$ cat src/rtl/hldiv_pkg.sv
package hldiv_pkg;
  localparam int CNT_W   = 6;
  localparam int WORD_W  = 16;
  localparam int RATIO_W = CNT_W + 2;
  localparam int LO_LSB  = 0;
  localparam int HI_LSB  = CNT_W;
  localparam int PASS_BIT = 6;
  localparam int ADJ_BIT  = 7;

  typedef struct packed {
    logic [CNT_W-1:0] hi_cnt;
    logic [CNT_W-1:0] lo_cnt;
    logic             half_adj;
    logic             pass;
  } div_cfg_t;

  function automatic div_cfg_t decode_cfg(input logic [WORD_W-1:0] wa,
                                          input logic [WORD_W-1:0] wb);
    div_cfg_t c;
    c.hi_cnt   = wa[HI_LSB +: CNT_W];
    c.lo_cnt   = wa[LO_LSB +: CNT_W];
    c.half_adj = wb[ADJ_BIT];
    c.pass     = wb[PASS_BIT];
    return c;
  endfunction

  function automatic logic [RATIO_W-1:0] span_of(input logic [CNT_W-1:0] f);
    logic [RATIO_W-1:0] s;
    s = (f == '0) ? RATIO_W'(1 << CNT_W) : RATIO_W'(f);
    return s;
  endfunction

  function automatic logic [RATIO_W-1:0] ratio_of(input div_cfg_t c);
    logic [RATIO_W-1:0] r;
    r = c.pass ? RATIO_W'(1) : span_of(c.hi_cnt) + span_of(c.lo_cnt);
    return r;
  endfunction
endpackage

$ cat src/rtl/hldiv_shadow.sv
module hldiv_shadow
  import hldiv_pkg::*;
#(
  parameter logic [WORD_W-1:0] RST_WA = 16'h0041,
  parameter logic [WORD_W-1:0] RST_WB = 16'h0000
) (
  input  logic              clk,
  input  logic              rst,
  input  logic              ld_en,
  input  logic              ld_sel,
  input  logic [WORD_W-1:0] ld_data,
  input  logic              boundary,
  output div_cfg_t          nxt_cfg,
  output div_cfg_t          act_cfg,
  output logic [RATIO_W-1:0] ratio
);
  logic [WORD_W-1:0] sh_wa, sh_wb;

  always_ff @(posedge clk) begin
    if (rst) begin
      sh_wa <= RST_WA;
      sh_wb <= RST_WB;
    end else if (ld_en) begin
      if (ld_sel) sh_wb <= ld_data;
      else        sh_wa <= ld_data;
    end
  end

  assign nxt_cfg = decode_cfg(sh_wa, sh_wb);

  always_ff @(posedge clk) begin
    if (rst) begin
      act_cfg <= decode_cfg(RST_WA, RST_WB);
      ratio   <= ratio_of(decode_cfg(RST_WA, RST_WB));
    end else if (boundary) begin
      act_cfg <= nxt_cfg;
      ratio   <= ratio_of(nxt_cfg);
    end
  end

  assert_hold_between_bounds_R6: assert property (@(posedge clk) disable iff (rst)
    !boundary |=> ($stable(act_cfg) && $stable(ratio)));
endmodule

$ cat src/rtl/hldiv_count.sv
module hldiv_count
  import hldiv_pkg::*;
(
  input  logic             clk,
  input  logic             rst,
  input  logic [CNT_W-1:0] nxt_hi,
  input  logic [CNT_W-1:0] act_lo,
  output logic             boundary,
  output logic             out_hi
);
  logic             phase_hi;
  logic [CNT_W-1:0] rem;

  assign boundary = !phase_hi && (rem == '0);
  assign out_hi   = phase_hi;

  always_ff @(posedge clk) begin
    if (rst) begin
      phase_hi <= 1'b0;
      rem      <= '0;
    end else if (rem == '0) begin
      phase_hi <= !phase_hi;
      rem      <= phase_hi ? act_lo - 1'b1 : nxt_hi - 1'b1;
    end else begin
      rem <= rem - 1'b1;
    end
  end

  assert_phase_countdown_R1: assert property (@(posedge clk) disable iff (rst)
    (rem != '0) |=> ($stable(phase_hi) && (rem == $past(rem) - 1'b1)));
  assert_period_restart_R7: assert property (@(posedge clk) disable iff (rst)
    $rose(out_hi) |-> $past(boundary));
endmodule

$ cat src/rtl/hldiv_halfedge.sv
module hldiv_halfedge (
  input  logic clk,
  input  logic rst,
  input  logic out_hi,
  input  logic half_adj,
  input  logic pass,
  output logic clk_o
);
  logic q_neg;

  always_ff @(negedge clk) begin
    if (rst) q_neg <= 1'b0;
    else     q_neg <= out_hi;
  end

  assign clk_o = pass ? clk : (out_hi | (half_adj & q_neg));

  assert_half_track_R3: assert property (@(posedge clk) disable iff (rst)
    q_neg == out_hi);
endmodule

$ cat src/rtl/hl_clk_divider.sv
module hl_clk_divider
  import hldiv_pkg::*;
#(
  parameter logic [15:0] RST_WA = 16'h0041,
  parameter logic [15:0] RST_WB = 16'h0000
) (
  input  logic        clk,
  input  logic        rst,
  input  logic        ld_en,
  input  logic        ld_sel,
  input  logic [15:0] ld_data,
  output logic        clk_o,
  output logic [7:0]  ratio_o
);
  div_cfg_t nxt_cfg, act_cfg;
  logic     boundary, out_hi;
  logic [RATIO_W-1:0] ratio;

  hldiv_shadow #(.RST_WA(RST_WA), .RST_WB(RST_WB)) u_shadow (
    .clk(clk), .rst(rst), .ld_en(ld_en), .ld_sel(ld_sel), .ld_data(ld_data),
    .boundary(boundary), .nxt_cfg(nxt_cfg), .act_cfg(act_cfg), .ratio(ratio)
  );

  hldiv_count u_count (
    .clk(clk), .rst(rst), .nxt_hi(nxt_cfg.hi_cnt), .act_lo(act_cfg.lo_cnt),
    .boundary(boundary), .out_hi(out_hi)
  );

  hldiv_halfedge u_edge (
    .clk(clk), .rst(rst), .out_hi(out_hi), .half_adj(act_cfg.half_adj),
    .pass(act_cfg.pass), .clk_o(clk_o)
  );

  assign ratio_o = ratio;

  assert_pass_ratio_R4: assert property (@(posedge clk) disable iff (rst)
    act_cfg.pass |-> (ratio_o == 8'd1));
  assert_count_ratio_R5: assert property (@(posedge clk) disable iff (rst)
    !act_cfg.pass |-> (ratio_o >= 8'd2));
endmodule

$ cat config.mk
export PLATFORM = sky130hd
export DESIGN_NAME = hl_clk_divider
export DESIGN_NICKNAME = d
export VERILOG_FILES = /design/src/rtl/hldiv_pkg.sv /design/src/rtl/hldiv_shadow.sv /design/src/rtl/hldiv_count.sv /design/src/rtl/hldiv_halfedge.sv /design/src/rtl/hl_clk_divider.sv
export SDC_FILE = /design/constraint.sdc
export NUM_CORES = 1
export LEC_CHECK = 0
export ABC_AREA = 1
export CAP_MARGIN = 25
export CORE_ASPECT_RATIO = 1.4
export CORE_MARGIN = 4
export CORE_UTILIZATION = 57
export DETAILED_ROUTE_END_ITERATION = 10
export DONT_BUFFER_PORTS = 1
export PLACE_DENSITY = 0.75
export SLEW_MARGIN = 30
export SYNTH_ARGS = -nofsm -noshare
export SYNTH_HDL_FRONTEND = slang
export SYNTH_HIERARCHICAL = 1
export SYNTH_SLANG_ARGS = --single-unit
$ cat constraint.sdc
create_clock -name clk -period 1.6 [get_ports clk]
set_input_delay 0.08 -clock clk [delete_from_list [all_inputs] [get_ports clk]]
set_output_delay 0.08 -clock clk [all_outputs]
set_load 0.01 [all_outputs]
==> qor.yml <==
status: "complete, but fails checks"
violations: "setup timing"
layout-drive-gt1-share: 0.258
finClkSkew_ns: 0.0713
clock_power_share: 0.213
syn_area_mm2: 0.00200
grt_overflow: 0
clock_latency_ns: 0.46
antenna_cells: 0
hold_viol: 0
dp_hpwl_um: 3280
portBuffers: 0
path_clk_slew_ns: 0.07
max_cap_viol_count: 0
syn_nets: 310
critPathBufInv: 0
layout.nets: 338
finalPower_w: 0.00415
fin_ws_ns: -0.268
min-delay-path-class: "in2reg"
end_kind: "output pin"
syn_area_per_cell_um2: 7.12
setup_viol: 2
ios: 29
die_h_um: 78.1
routed_wl_um: 5050
path_class: "reg2out"
relSlewSlack: 0.593
synthCells: 281
place_ws_ns: -0.0262
max-vdd-ir-drop_mv: 1.03
tns_ns: -0.321
cp_max_fo: 1
area_delta_synth_final_pct: 25.3
start_util: 0.593
fillCellCount: 237
power.internal_w: 0.00251
route.vias.total: 1885
critPathTopFamily: "flip-flops"
cp_slowest_cell: "dfxtp_2"
wl_per_cell_um: 14.4
rows: 25
cts_tree: "yes"
gp_congestion: 0.855
core_mm2: 0.00338
p_per_area_mw_per_mm2: 1650
worstPathRequired_ns: 1.52
die_w_um: 58.1
critPathArrivalTime_ns: 1.79
p_seq_frac: 0.336
ant_nets: 0
grt_pass1_vias: 1865
switching_share: 0.396
final_cells: 350
drc: 0
p_leak_nw: 1.13
die_area_mm2: 0.00454
slew_violations: 0
critPathMaxStageDelay_ns: 0.31
track_usage: 0.237
crit_path_cell_trace: "nand2_2 -> a21oi_4"
dp.cells: 318
routed_via_density: 5.39
grt_max_degree: 24
start_kind: "flip-flop"
worst_pin_slew_ns: 0.609
yosys_warnings: 6
pwr-share-comb: 0.450
antenna_found_initial: 0
first_pass_iters: 4
total_switching_power_w: 0.00164
hold_slack_ns: 0.0524
grt_pass1_wl_um: 8150
dr.first_iter.drc_count: 78
rsz0062_at_grt: "yes"
power by group through the flow:
stage               Clock (W)  Combinational (W)  Sequential [W]
finish               0.000884            0.00187         0.00140
global route         0.000943            0.00209         0.00143
CTS                  0.000885            0.00170         0.00139
detailed placement  0.0000483            0.00165         0.00141
global placement    0.0000483            0.00162         0.00140
floorplan           0.0000483            0.00132         0.00138
metrics by stage:
step	utilization	area, um^2
final	0.743	2510
after global routing	0.743	2510
after CTS	0.706	2380
after detailed placement	0.621	2100
after global placement	0.621	2100
after floorplan	-	2000
worst paths after layout:
| kind | from | end | slack [ns] | depth (start not counted) |
|---|---|---|---|---|
| worst max-delay path | u_edge/q_neg | clk_o | -0.27 | 2 |
| worst min-delay path | ld_sel | u_shadow/sh_wa[0] | 0.05 | 4 |
| worst max register to register | u_shadow/sh_wa[1] | u_shadow/ratio[7] | -0.05 | 8 |
| worst min register to register | u_shadow/act_cfg[2] | u_shadow/act_cfg[2] | 0.47 | 2 |
layout by cell type (no fill, tap or decap), types with 2 or more instances in the layout:
cell / count
nand2_4: 3
and2_1: 2
clkbuf_8: 8
inv_1: 25
dfxtp_2: 4
a21boi_1: 2
nand3_1: 13
dlygate4sd3_1: 16
buf_4: 23
o21ai_0: 22
nor2_4: 3
inv_2: 4
a21oi_2: 4
nor2_2: 7
dfxtp_1: 34
a21oi_1: 11
nand2_1: 35
ha_4: 3
nor2_1: 51
nand2_2: 9
ha_1: 3
o21ai_1: 8
ha_2: 2
area by class of cell:
cell class	count	area [um^2]	share of cell area
multi-input cells	194	1130	0.449
flip-flops and latches	38	766	0.305
repair buffers	40	344	0.137
clock buffers	9	114	0.0454
inverters	26	97.6	0.0389
well taps	40	50.0	0.0200
clock inverters	3	11.3	0.00449
per-layer routing:
| metal | vias to the layer above | global-route usage | wire length, um |
|---|---|---|---|
| li1 | 941 | - | - |
| met4 | 0 | 0.116 | 223 |
| met1 | 861 | 0.249 | 1910 |
| met2 | 60 | 0.423 | 2640 |
| met5 | - | 0 | 0 |
| met3 | 23 | 0.0609 | 274 |
repair_timing:
item                                   4_1_cts  5_1_grt
hold buffers                                16        0
gates resized for setup                      2       21
endpoints found under the hold margin       28        0
setup buffers                                0        5
setup endpoints to repair                    3        7
pin swaps                                    3       11
worst min-delay path, delay by kind of cell:
kind	cells	cell delay, ns
and+or+nand+nor	3	0.15
buffers and inverters	1	0.16
sequential cells by signal, summed over array words and instances (netlist names):
name / flops
u_shadow/sh_wa: 12
u_shadow/act_cfg: 8
u_shadow/ratio: 8
u_count/rem: 6
u_shadow/sh_wb: 2
u_count/out_hi: 1
u_edge/q_neg: 1
Power figures use the tool's default switching activity.
